## config.mk

```make
export PLATFORM = sky130hd
export DESIGN_NAME = input_qualifier
export DESIGN_NICKNAME = d
export VERILOG_FILES = /design/src/rtl/qual_pkg.sv /design/src/rtl/qual_sync.sv /design/src/rtl/qual_tick.sv /design/src/rtl/qual_history.sv /design/src/rtl/input_qualifier.sv
export SDC_FILE = /design/constraint.sdc
export NUM_CORES = 1
export LEC_CHECK = 0
export CELL_PAD_IN_SITES_DETAIL_PLACEMENT = 0
export CELL_PAD_IN_SITES_GLOBAL_PLACEMENT = 1
export CORE_MARGIN = 4
export CORE_UTILIZATION = 25
export DETAILED_ROUTE_END_ITERATION = 10
export DONT_BUFFER_PORTS = 1
export HOLD_SLACK_MARGIN = 0.15
export PLACE_DENSITY_LB_ADDON = 0.1
export SLEW_MARGIN = 20
export SYNTH_ARGS = -nofsm -noshare
export SYNTH_HDL_FRONTEND = slang
export SYNTH_SLANG_ARGS = --single-unit
```

## constraint.sdc

```tcl
create_clock -name clk_sys -period 2.4 [get_ports clk_sys]
set_clock_uncertainty 0.05 [all_clocks]
set_input_delay 0.24 -clock clk_sys [delete_from_list [all_inputs] [get_ports clk_sys]]
set_output_delay 0.24 -clock clk_sys [all_outputs]
set_load 0.005 [all_outputs]
```

## src/rtl/qual_pkg.sv

```systemverilog
package qual_pkg;
   typedef enum logic [1:0] {
      QM_SYNC     = 2'd0,
      QM_THREE    = 2'd1,
      QM_SIX      = 2'd2,
      QM_SYNC_ALT = 2'd3
   } qual_mode_e;

   function automatic logic window_agrees(input logic [7:0] bits, input int unsigned len);
      logic ones, zeros;
      ones  = 1'b1;
      zeros = 1'b1;
      for (int i = 0; i < 8; i++) begin
         if (i < int'(len)) begin
            ones  = ones & bits[i];
            zeros = zeros & ~bits[i];
         end
      end
      return ones | zeros;
   endfunction
endpackage

```

## src/rtl/qual_sync.sv

```systemverilog
module qual_sync #(
   parameter int unsigned STAGES = 2
) (
   input  logic clk_sys,
   input  logic rst_n,
   input  logic d_async,
   output logic q_sync
);
   generate
      if (STAGES < 2) begin : g_bad
         $error("qual_sync: STAGES must be at least 2");
      end
   endgenerate

   logic [STAGES-1:0] chain;

   always_ff @(posedge clk_sys or negedge rst_n) begin
      if (!rst_n) chain <= '0;
      else        chain <= {chain[STAGES-2:0], d_async};
   end

   assign q_sync = chain[STAGES-1];
endmodule

```

## src/rtl/qual_tick.sv

```systemverilog
module qual_tick #(
   parameter int unsigned PERIOD_W = 8
) (
   input  logic                clk_sys,
   input  logic                rst_n,
   input  logic [PERIOD_W-1:0] period_sel,
   output logic                tick
);
   localparam int unsigned CNT_W = PERIOD_W + 1;

   logic [CNT_W-1:0] cnt;
   logic [CNT_W-1:0] span;

   assign span = {period_sel, 1'b0};
   assign tick = (period_sel == '0) || (cnt >= span - CNT_W'(1));

   always_ff @(posedge clk_sys or negedge rst_n) begin
      if (!rst_n)    cnt <= '0;
      else if (tick) cnt <= '0;
      else           cnt <= cnt + CNT_W'(1);
   end
endmodule

```

## src/rtl/qual_history.sv

```systemverilog
module qual_history #(
   parameter int unsigned DEPTH = 6
) (
   input  logic             clk_sys,
   input  logic             rst_n,
   input  logic             tick,
   input  logic             sample_in,
   output logic [DEPTH-1:0] hist
);
   generate
      if (DEPTH < 2) begin : g_bad
         $error("qual_history: DEPTH must be at least 2");
      end
   endgenerate

   always_ff @(posedge clk_sys or negedge rst_n) begin
      if (!rst_n)    hist <= '0;
      else if (tick) hist <= {hist[DEPTH-2:0], sample_in};
   end
endmodule

```

## src/rtl/input_qualifier.sv

```systemverilog
module input_qualifier
   import qual_pkg::*;
#(
   parameter int unsigned PERIOD_W    = 8,
   parameter int unsigned SYNC_STAGES = 2,
   parameter int unsigned SHORT_COUNT = 3,
   parameter int unsigned LONG_COUNT  = 6
) (
   input  logic                clk_sys,
   input  logic                rst_n,
   input  logic                pin_raw,
   input  logic [PERIOD_W-1:0] period_sel,
   input  logic [1:0]          mode_sel,
   output logic                pin_qual
);
   localparam int unsigned HIST_W = LONG_COUNT;

   generate
      if (SHORT_COUNT < 2 || SHORT_COUNT > LONG_COUNT) begin : g_bad_short
         $error("input_qualifier: SHORT_COUNT must be in 2..LONG_COUNT");
      end
      if (LONG_COUNT > 8) begin : g_bad_long
         $error("input_qualifier: LONG_COUNT must not exceed 8");
      end
   endgenerate

   logic              pin_sync;
   logic              tick;
   logic [HIST_W-1:0] hist;
   logic [7:0]        hist_pad;
   logic              agree_short;
   logic              agree_long;
   logic              qual_next;
   qual_mode_e        mode;

   qual_sync #(.STAGES(SYNC_STAGES)) u_sync (
      .clk_sys (clk_sys),
      .rst_n   (rst_n),
      .d_async (pin_raw),
      .q_sync  (pin_sync)
   );

   qual_tick #(.PERIOD_W(PERIOD_W)) u_tick (
      .clk_sys    (clk_sys),
      .rst_n      (rst_n),
      .period_sel (period_sel),
      .tick       (tick)
   );

   qual_history #(.DEPTH(HIST_W)) u_hist (
      .clk_sys   (clk_sys),
      .rst_n     (rst_n),
      .tick      (tick),
      .sample_in (pin_sync),
      .hist      (hist)
   );

   generate
      if (HIST_W < 8) begin : g_pad
         assign hist_pad = {{(8-HIST_W){1'b0}}, hist};
      end else begin : g_nopad
         assign hist_pad = hist;
      end
   endgenerate

   assign agree_short = window_agrees(hist_pad, SHORT_COUNT);
   assign agree_long  = window_agrees(hist_pad, LONG_COUNT);
   assign mode        = qual_mode_e'(mode_sel);

   always_comb begin
      qual_next = pin_qual;
      unique case (mode)
         QM_THREE: if (agree_short) qual_next = hist[0];
         QM_SIX:   if (agree_long)  qual_next = hist[0];
         default:  qual_next = pin_sync;
      endcase
   end

   always_ff @(posedge clk_sys or negedge rst_n) begin
      if (!rst_n) pin_qual <= 1'b0;
      else        pin_qual <= qual_next;
   end
endmodule

```

==> results of run 1 <==
layer usage:
layer / share of wire / up-vias / global-route usage
met5: 0 / - / 0
met4: 0.0066 / 0 / 0.0181
met3: 0.028 / 2 / 0.0324
met2: 0.44 / 6 / 0.125
met1: 0.53 / 334 / 0.122
li1: - / 384 / -
worst max-delay path: stages:
cell and delay (ns):
sky130_fd_sc_hd__or4_4 0.52, sky130_fd_sc_hd__nor2_2 0.11, sky130_fd_sc_hd__nand2_1 0.07, sky130_fd_sc_hd__xnor2_1 0.16, sky130_fd_sc_hd__ha_1 0.27, sky130_fd_sc_hd__o21ai_0 0.08, sky130_fd_sc_hd__nor2_1 0.05, sky130_fd_sc_hd__a311oi_1 0.28
sky130_fd_sc_hd__o21ai_2 0.21, sky130_fd_sc_hd__mux2_4 0.33
cells in the final DEF (no fill, tap or decap), types with 3 or more instances in the layout:
cell                       synthesis  routed
sky130_fd_sc_hd__a21oi_1           3       3
sky130_fd_sc_hd__buf_4             0       6
sky130_fd_sc_hd__clkbuf_8          0       4
sky130_fd_sc_hd__dfrtp_1          18      18
sky130_fd_sc_hd__ha_1             13      13
sky130_fd_sc_hd__inv_1             7       7
sky130_fd_sc_hd__mux2_2            7       7
sky130_fd_sc_hd__nand2_1           6       6
sky130_fd_sc_hd__nand3_1           5       5
sky130_fd_sc_hd__nor2_1           15      15
sky130_fd_sc_hd__o21ai_0           4       4
sky130_fd_sc_hd__xnor2_1           7       7
sky130_fd_sc_hd__xor2_1            6       6
flip-flops by register name, summed over array words and instances (netlist names):
signal	cells
u_hist.hist	6
pin_qual	1
u_tick.cnt	9
u_sync.chain	2
kinds of logic (layout without fill, tap and decap cells):
| group | Yosys count | count (layout) | synth area share |
|---|---|---|---|
| simple gates | 34 | 34 | 0.144 |
| compound gates | 12 | 12 | 0.0689 |
| fa+ha+maj | 13 | 13 | 0.149 |
| buf+inv | 8 | 19 | 0.0344 |
| mux | 8 | 8 | 0.0861 |
| xor+xnor | 13 | 13 | 0.104 |
| flops | 18 | 18 | 0.413 |
area by class of cell:
class                      instances  area, um^2  share of cell area
tap                               50        62.6              0.0496
multi-input combinational         80         602               0.477
sequential                        18         450               0.357
inverter                           7        26.3              0.0208
clock buffer                       4        55.1              0.0437
timing repair buffer               8        65.1              0.0516
worst max path at each step:
stage / start / to / slack (ns) / depth (start not counted)
global route: period_sel[1] / u_hist.hist[5]$_DFFE_PN0P_ / 0.02 / 11
global placement: period_sel[5] / u_hist.hist[5]$_DFFE_PN0P_ / -0.06 / 9
floorplan: period_sel[5] / u_hist.hist[5]$_DFFE_PN0P_ / -0.05 / 11
finish: period_sel[5] / u_hist.hist[5]$_DFFE_PN0P_ / 0.15 / 10
CTS: period_sel[5] / u_hist.hist[5]$_DFFE_PN0P_ / 0.18 / 10
detailed placement: period_sel[5] / u_hist.hist[5]$_DFFE_PN0P_ / -0.09 / 10
power by group:
group | internal (mW) | switching (mW)
logic | 0.182 | 0.163
registers | 0.403 | 0.110
clock network | 0.145 | 0.0925
==> results, run 1 <==
- The total power divided by cell area is 868 nW/um^2.
- Fill cells in the final layout number 444.
- The number of nets handed over by synthesis was 132.
- The total power of the final layout is 1.10 mW.
- The class of the tightest hold or removal check is flip-flop to flip-flop.
- The die covers 5480 um^2.
- The final worst-path cycle share is 0.936.
- In the synthesized netlist the dominant register cell turns out to be sky130_fd_sc_hd__dfrtp_1.
- At the end of the flow the core is filled with cells to 0.306.
- The run finished with clean final reports.
- The clock drives 18 sinks.
- The total inserted antenna cells is 0.
- The cell area after layout is 1260 um^2.
- The die span in y is 74.0 um.
- In the final routed layout, each cell accounts on average for 11.8 um.
- Along the worst hold path, the cell count comes to 0.
- The sum of net half-perimeters after detailed placement is 1600 um.
- The first global-routing pass estimated 3640 um of wire.
- The first detailed-routing pass took 4 iterations.
- Summing all placed instances gives a cell area of 1190 um^2.
- The hold violation count in the final report is 0.
- The number of nets in the layout is 144.
- Synthesis produced a netlist whose cell count is 106.
- Once the clock tree was built, the resizer swapped 0 gates to a different size.
- The synthesized netlist contains 23 unique library cells.
- CTS built an H-tree with a depth of 1.
- The synthesized area per cell is 10.3 um^2.
- The post-route minimum period is 2.25 ns.
- The number of remaining DRC errors is 0.
- The worst-case hold path end point is u_sync.chain[1]$_DFF_PN0_.
- The detail route stage leaves a number of antenna-violating nets equal to 0.
- The worst register-to-register path has a setup slack of 0.36 ns.
- The placer's final routability congestion estimate is 0.672.
- The critical path startpoint category is a primary input.
- The share of async-settable or async-resettable flops after synthesis is 1.00.
- The type of the worst setup path is primary input to flip-flop.
- Setup repair after global routing left no endpoint under its margin.
- Setup violations remaining at the end of the flow were counted as 0.
- The count of hold buffers inserted by post-cts repair is 2.
- Counting flops and latches in the post-synthesis netlist gives 18.
- The area fraction of the dominant cell type after synthesis is 0.413.
- IR analysis of the VDD net gives a maximum drop of 0.394 mV.
- The via count of the first global-routing pass came to 756.
- From left edge to right edge, the die measures 74.0 um.
- The core region is 4120 um^2.
- Max-cap violations in this run came to 0.
- The final route contains 726 vias.
- The cell taking the most area after synthesis is sky130_fd_sc_hd__dfrtp_1.
- Counting tap cells, the placed design contains a total of 161 instances.
- The setup TNS is 0 ns.
- Of the synthesized area, sequential elements account for 0.413.
- The library cell with the highest instance count after synthesis is sky130_fd_sc_hd__dfrtp_1.
- The clock-pin slew reported for the worst setup and hold paths after clock tree synthesis is 0.06 ns.
- The area added between synthesis and finish is 15.7%.
- The arrival time at the worst endpoint is 2.33 ns.
- The commonest cells after synthesis are sky130_fd_sc_hd__dfrtp_1, sky130_fd_sc_hd__nor2_1, sky130_fd_sc_hd__ha_1.
- The routed wire length is 1970 um.
- The capture point of the worst reg-to-reg path is u_hist.hist[5]$_DFFE_PN0P_.
- Of the cells placed in the final design, the portion with a size suffix greater than 1 is 0.179.
- The number of buffers added for setup after CTS is 0.
- Counting cells, the worst reg-to-reg path comes to 6.
- The initial cell density of the core is 0.265.
- The total global routing overflow is 0.
- Derived from the worst setup path, the maximum achievable clock frequency is 445 MHz.
- TritonCTS built the clock tree.
- STA classifies the critical path endpoint as a flip-flop.
- 14 I/O pins were placed.
- OpenSTA, run right after detailed placement, puts the worst setup slack at -0.0896 ns.
- In the global route stage, overall resource usage came out at 0.0862.
- The number of port buffers is 0.
- The largest net degree at the start of global routing is 19.
- The via count normalized by instance count is 4.35.
- The startpoint of the worst-slack reg-to-reg timing path is u_tick.cnt[6]$_DFF_PN0_.
- The synthesized design contains 0 enable-type register cells.
- The max-slew violation total from the final report is 0.
- The worst-path maximum fanout is 7.
- For the pin with the worst max-slew slack, the measured transition is 0.822 ns.
- The number of antenna violations at the first check in global routing was 0.
- Once layout is complete, the cells apart from fillers number 167.
- After the first detailed-routing iteration, the DRC count stood at 25.
- At the later pin of the worst-skew pair, clock insertion delay measures 0.25 ns.
- After synthesis the cells add up to 1090 um^2.
- The longest clock path from root to sink contains 2 buffers.
- The required time at the endpoint of the critical path is 2.48 ns.
- The max-slew headroom at the worst pin is 0.450.
- The clock buffer count from CTS is 3.
- The analysis attributes to cell leakage a power of 0.575 nW.
- Setup slack closes at 0.153 ns.
- The number of placement rows is 23.
- By area the synthesized netlist is led by sky130_fd_sc_hd__dfrtp_1, sky130_fd_sc_hd__ha_1, sky130_fd_sc_hd__mux2_2.
- Hold is met by 0.308 ns.
- Clock tree synthesis selected as its root buffer the cell sky130_fd_sc_hd__clkbuf_8.
- The number of synthesis warnings is 0.
- The source of the worst hold timing path is u_sync.chain[0]$_DFF_PN0_.
Power figures use the tool's default switching activity.
==> inputs of run 2 (changes only) <==
CTS_BUF_LIST = sky130_fd_sc_hd__clkbuf_4   (was not set)
GPL_ROUTABILITY_DRIVEN = 0   (was not set)
==> results, run 2 (same netlist as run 1, synthesis figures left out) <==
- The routed wire length is 2000 um.
- The number of instances in the placed design is 161.
- The worst hold slack is 0.301 ns.
- Setup slack closes at 0.206 ns.
- The horizontal die dimension is 74.0 um.
- The floorplan step defined a die boundary enclosing 5480 um^2.
- The max-slew violation total from the final report is 0.
- The number of DRC markers after the initial detailed-route iteration is 26.
- Among all stages on the critical path, the largest delay is contributed by sky130_fd_sc_hd__or4_4.
- The detail-routed net length per standard cell is 12.0 um.
- Measured against its own limit, the worst slew margin works out to 0.446.
- In the final layout, the registers with the most flip-flops are u_tick.cnt (9), u_hist.hist (6), u_sync.chain (2).
- Summing all multi-input logic gate instances after layout gives 602 um^2.
- More flip-flops sit in one register than any other, and that register is u_tick.cnt.
- The worst setup path is captured at a flip-flop.
- In this run the number of H-tree levels came out at 1.
- The type of the worst setup path is primary input to flip-flop.
- The die span in y is 74.0 um.
- After the last flow step, the layout net total stands at 144.
- The largest net degree at the start of global routing is 19.
- The flow ran to the end, and the final reports show no timing, DRC or antenna violations.
- The clock tree from TritonCTS is done.
- The tightest min-delay check is of the primary input to flip-flop type.
- Clock tree synthesis found a total of 18 sinks.
- In the routed design, unresolved DRC markers number 0.
- The global-route usage over all layers is 0.0873.
- The wire length of the first global-routing pass is 3670 um.
- In this run the static leakage power is 0.562 nW.
- The worst-case IR drop observed on VDD is 0.409 mV.
- Leaving out fill and tap cells, the most frequent cell in the layout is sky130_fd_sc_hd__dfrtp_1.
- The required time at the endpoint of the critical path is 2.53 ns.
- The number of iterations in the first detailed-routing pass is 4.
- Using the TritonRoute via totals, the vias-per-cell ratio works out to 4.37.
- The critical path startpoint category is a primary input.
- The area added between synthesis and finish is 13.1%.
- The setup slack of the worst register-to-register path is 0.36 ns.
- The total inserted antenna cells is 0.
- The floorplan step defined a core boundary enclosing 4120 um^2.
- The detail route stage leaves a number of antenna-violating nets equal to 0.
- The top-level I/O count is 14.
- The library cells used most frequently in the layout, excluding fill and tap cells, are sky130_fd_sc_hd__dfrtp_1, sky130_fd_sc_hd__nor2_1, sky130_fd_sc_hd__ha_1.
- After floorplanning, the core was divided into 23 placement rows.
- The tree is rooted in a sky130_fd_sc_hd__clkbuf_4.
- The register with the most flip-flops in the layout has 9 of them.
- The clock buffer count from CTS is 3.
- The initial cell density of the core is 0.265.
- Across the whole layout, storage elements account for 450 um^2.
- Setup repair after global routing left no endpoint under its margin.
- The number of antenna violations at the first check in global routing was 0.
- Summing over every cut layer, the via total after detailed routing is 729.
- Setup violations remaining at the end of the flow were counted as 0.
- The hold violation count in the final report is 0.
- Leaving out filler cells and counting taps, the final layout contains 167.
- The max capacitance violation total is 0.
- In this run the worst path has a maximum fanout of 7.
- Walking the worst path, the cells encountered are or4_4, nor2_2, nand2_1, xnor2_1, ha_1, o21ai_0, nor2_1, a311oi_1, o21ai_2, mux2_4.
- The buffer levels on the longest clock path is 2.
- The worst path in the final design needs a cycle of 2.19 ns, including I/O delays and setup.
- After clock tree synthesis, the clock-pin slew on the worst setup and hold paths is 0.10 ns.
- The total power divided by cell area is 817 nW/um^2.
- Once detailed placement completed, the half-perimeter wirelength came to 1600 um.
- Fill cells in the final layout number 445.
- The number of port buffers is 0.
- For the pin with the worst max-slew slack, the measured transition is 0.828 ns.
- The total global routing overflow is 0.
- The clock reaches the later pin of the worst-skew pair after 0.29 ns.
- The maximum frequency from static timing analysis is 456 MHz.
- In the finished design, the share of the clock period the worst path needs comes to 0.914.
- The largest stage delay on the critical path is 0.52 ns.
- Data arrives at the worst endpoint at 2.33 ns.
- The worst slack after detailed placement is -0.0896 ns.
- Of the cells placed in the final design, the portion with a size suffix greater than 1 is 0.171.
- The via count of the first global-routing pass is 763.
- For this run, the share of the core covered by cells in the final layout is 0.299.
## run 2: cell count changes in the layout (fill, tap and decap cells not counted), sizes merged
cell / delta
clkbuf: -1
clkinv: +1
## run 2: critical path, delay by kind of cell
kind,cells,cell delay [ns]
simple gates,4,0.75
mux,1,0.33
compound gates,3,0.57
xor+xnor,1,0.16
fa+ha+maj,1,0.27
## run 2: worst paths after layout
| kind | start | endpoint | cells after the start |
|---|---|---|---|
| max | period_sel[5] | u_hist.hist[5]$_DFFE_PN0P_ | 10 |
| min | mode_sel[1] | pin_qual$_DFFE_PN0P_ | 3 |
| max reg2reg | u_tick.cnt[6]$_DFF_PN0_ | u_hist.hist[5]$_DFFE_PN0P_ | 6 |
| min reg2reg | u_sync.chain[0]$_DFF_PN0_ | u_sync.chain[1]$_DFF_PN0_ | 0 |
| max in group asynchronous | rst_n | u_hist.hist[5]$_DFFE_PN0P_ | 1 |
| min in group asynchronous | rst_n | u_tick.cnt[4]$_DFF_PN0_ | 1 |
## run 2: metrics by stage
step	TNS, ns	power, mW	instance area, um^2
detailed placement	-0.632	0.861	1190
floorplan	-0.0483	0.776	1090
global route	0	1.13	1230
CTS	0	1.03	1230
global placement	-0.235	0.858	1190
finish	0	1.01	1230
## run 2: layout make-up
cell class,count,area share
Timing Repair Buffer,8,0.0528
Multi-Input combinational cell,80,0.488
Tap cell,50,0.0508
Sequential cell,18,0.365
Inverter,7,0.0213
Clock buffer,3,0.0183
Clock inverter,1,0.00305
## run 2: per-layer routing
metal | global-route usage | vias up | wire [um]
li1 | - | 388 | -
met2 | 0.125 | 6 | 861
met3 | 0.0324 | 2 | 72
met1 | 0.123 | 333 | 1040
met5 | 0 | - | 0
met4 | 0.0241 | 0 | 19
## run 2: what timing repair did
action | 4_1_cts | 5_1_grt
setup buffers | 0 | 0
resized for setup | 0 | 0
hold endpoints to repair | 19 | 0
hold buffers | 2 | 0
## run 2: power by group
group | internal [mW] | total (mW) | leakage (nW) | switching [mW]
registers | 0.402 | 0.512 | 0.231 | 0.110
logic | 0.182 | 0.345 | 0.316 | 0.162
clock network | 0.0605 | 0.150 | 0.0154 | 0.0897
total | 0.645 | 1.01 | 0.562 | 0.362
==> inputs of run 3 (changes only) <==
GPL_ROUTABILITY_DRIVEN = 1   (was 0)
SETUP_SLACK_MARGIN = 0.3   (was not set)
==> results, run 3 (same netlist as run 1, synthesis figures left out) <==
- For this design the static power due to leakage is 0.574 nW.
- By startpoint and endpoint, the worst setup path is classified as primary input to flip-flop.
- In this run the worst hold path is classified as primary input to flip-flop.
- The transition time of the tightest slew-check pin is 0.818 ns.
- The number of placement rows is 23.
- Of the total power, combinational logic draws 0.362.
- Setup violations remaining at the end of the flow were counted as 0.
- The largest registers in the layout are u_tick.cnt (9), u_hist.hist (6), u_sync.chain (2).
- The largest net degree at the start of global routing is 19.
- Counting along the longest clock path gives a buffer depth of 2.
- The total global routing overflow is 0.
- The clock tree from TritonCTS is done.
- For this run, the post-layout net count is 146.
- Among all stages on the critical path, the largest delay is contributed by sky130_fd_sc_hd__or4_4.
- The pre-antenna-repair detailed-routing pass consisted of 4 iterations.
- Once placement finished, the instance area stood at 1190 um^2.
- The number of flip-flops under the largest register name is 9.
- The largest stage delay on the critical path is 0.56 ns.
- Across every metal layer, demand over resource in global routing totals 0.0809.
- The via count of the first global-routing pass came to 716.
- The clock network power share is 0.144.
- Buffers placed on the I/O ports in this run total 0.
- The worst slack after detailed placement is -0.0703 ns.
- Leaving out fill and tap cells, the most frequent cells in the layout are sky130_fd_sc_hd__dfrtp_1, sky130_fd_sc_hd__nor2_1, sky130_fd_sc_hd__ha_1.
- The first global-routing pass estimated 3400 um of wire.
- Max-cap violations in this run came to 0.
- The die is 74.0 um tall.
- The register ranked first by flip-flop count is u_tick.cnt.
- The layout has 436 filler cells.
- For the worst setup path, the data arrival time is 2.27 ns.
- The run finished with clean final reports.
- The maximum frequency from static timing analysis is 467 MHz.
- The final worst-path cycle share is 0.893.
- For the worst setup path, the data required time is 2.53 ns.
- The routed wire length is 2020 um.
- The post-route minimum period is 2.14 ns.
- Dividing the detail-routed wire length by the instance count gives 11.9 um.
- The max-slew headroom at the worst pin is 0.453.
- The clock drives 18 sinks.
- The setup TNS is 0 ns.
- Clock-pin slew was measured on the worst setup and hold paths at 0.10 ns.
- The floorplan step defined a core boundary enclosing 4120 um^2.
- The max-slew violation total from the final report is 0.
- The multi-input combinational cells in the finished layout cover a total of 643 um^2.
- The placer's final routability congestion estimate is 0.718.
- STA classifies the critical path startpoint as a primary input.
- The number of instances in the placed design is 161.
- The switching component of the power is 0.373 mW.
- The share of final-layout standard cells stronger than drive strength 1 is 0.218.
- For this configuration, the core starts out at a cell density of 0.265.
- The total inserted antenna cells is 0.
- The critical path goes through or4_4, nor2_4, nand2_2, xnor2_1, ha_1, o21ai_1, nor2_1, a311oi_2, o21ai_4, mux2_4.
- The number of standard cells in the layout, taps in and fillers out is 169.
- The sum of net half-perimeters after detailed placement is 1540 um.
- The total power divided by cell area is 804 nW/um^2.
- The share of total power dissipated in sequential elements is 0.494.
- At the later pin of the worst-skew pair, clock insertion delay measures 0.29 ns.
- Compared with the post-synthesis result, the final layout area differs by 18.6%.
- The internal portion of the total power is 0.666 mW.
- The die covers 5480 um^2.
- The clock buffer count from CTS is 3.
- The commonest non-fill, non-tap cell in the layout is sky130_fd_sc_hd__dfrtp_1.
- The number of antenna violations at the first check in global routing is 0.
- The endpoint type of the worst setup path is a flip-flop.
- 14 I/O pins were placed.
- For this run, design rule violations remaining after detail routing come to 0.
- Summing all flip-flop and latch instances after layout gives 450 um^2.
- The final route contains 742 vias.
- The clock root buffer is sky130_fd_sc_hd__clkbuf_4.
- In this run the number of H-tree levels came out at 1.
- VDD sags by at most 0.321 mV.
- The number of DRC markers after the initial detailed-route iteration is 22.
- The worst-path maximum fanout is 7.
- The via count normalized by instance count is 4.39.
- Setup slack closes at 0.257 ns.
- The hold violation count in the final report is 0.
- Once detail routing completed, the nets flagged for antenna violations numbered 0.
- Setup repair after global routing could not meet its margin everywhere.
- The die is 74.0 um wide.
- The cell area after layout is 1290 um^2.
- The fraction of power spent switching nets is 0.359.
[run 3: cell count changes in the layout (fill, tap and decap cells not counted), sizes merged]
cell  previous run  this run
buf              6         8
[run 3: final timing paths]
path / from / endpoint / slack (ns) / cells after the start
setup reg to reg: u_tick.cnt[2]$_DFF_PN0_ / u_hist.hist[3]$_DFFE_PN0P_ / 0.44 / 6
min in group asynchronous: rst_n / u_hist.hist[1]$_DFFE_PN0P_ / 0.43 / 1
hold / removal: mode_sel[1] / pin_qual$_DFFE_PN0P_ / 0.30 / 3
setup / recovery: period_sel[5] / u_hist.hist[4]$_DFFE_PN0P_ / 0.26 / 10
max in group asynchronous: rst_n / u_tick.cnt[5]$_DFF_PN0_ / 1.36 / 1
hold reg to reg: u_sync.chain[0]$_DFF_PN0_ / u_sync.chain[1]$_DFF_PN0_ / 0.32 / 0
[run 3: final cells by class]
type	count	share of cell area
Tap cell	50	0.0484
Inverter	7	0.0203
Multi-Input combinational cell	80	0.498
Clock buffer	3	0.0174
Clock inverter	1	0.00290
Timing Repair Buffer	10	0.0649
Sequential cell	18	0.348
[run 3: critical path: cells and delay by family]
kind / cells / cell delay (ns)
muxes: 1 / 0.32
adders and majority gates: 1 / 0.29
and+or+nand+nor: 4 / 0.78
AOI/OAI and AO/OA: 3 / 0.51
xor gates and xnor gates: 1 / 0.13
[run 3: what timing repair did]
action	CTS	global route
pin swaps	0	1
endpoints found under the setup margin	6	15
hold buffers	2	0
hold endpoints to repair	19	0
setup buffers	1	1
gates resized for setup	2	8
[run 3: power groups by stage]
stage	Clock [mW]	Combinational [mW]	Sequential, mW
detailed placement	0	0.342	0.522
global placement	0	0.340	0.524
global route	0.176	0.437	0.535
finish	0.150	0.376	0.513
CTS	0.159	0.361	0.517
floorplan	0	0.291	0.490
[run 3: routing by layer]
metal  wire length, um  GRT usage  up-vias  share of wire
met4                15     0.0181        0         0.0074
met2               887      0.116        9           0.44
met3                78     0.0297        2          0.039
met5                 0          0        -              0
met1              1030      0.116      343           0.51
li1                  -          -      388              -
[run 3: stage by stage]
| stage | util | hold slack [ns] | power, mW |
|---|---|---|---|
| floorplan | - | -0.106 | 0.781 |
| global placement | 0.288 | -0.105 | 0.864 |
| detailed placement | 0.288 | -0.105 | 0.864 |
| CTS | 0.303 | 0.299 | 1.04 |
| global route | 0.314 | 0.288 | 1.15 |
| finish | 0.314 | 0.301 | 1.04 |
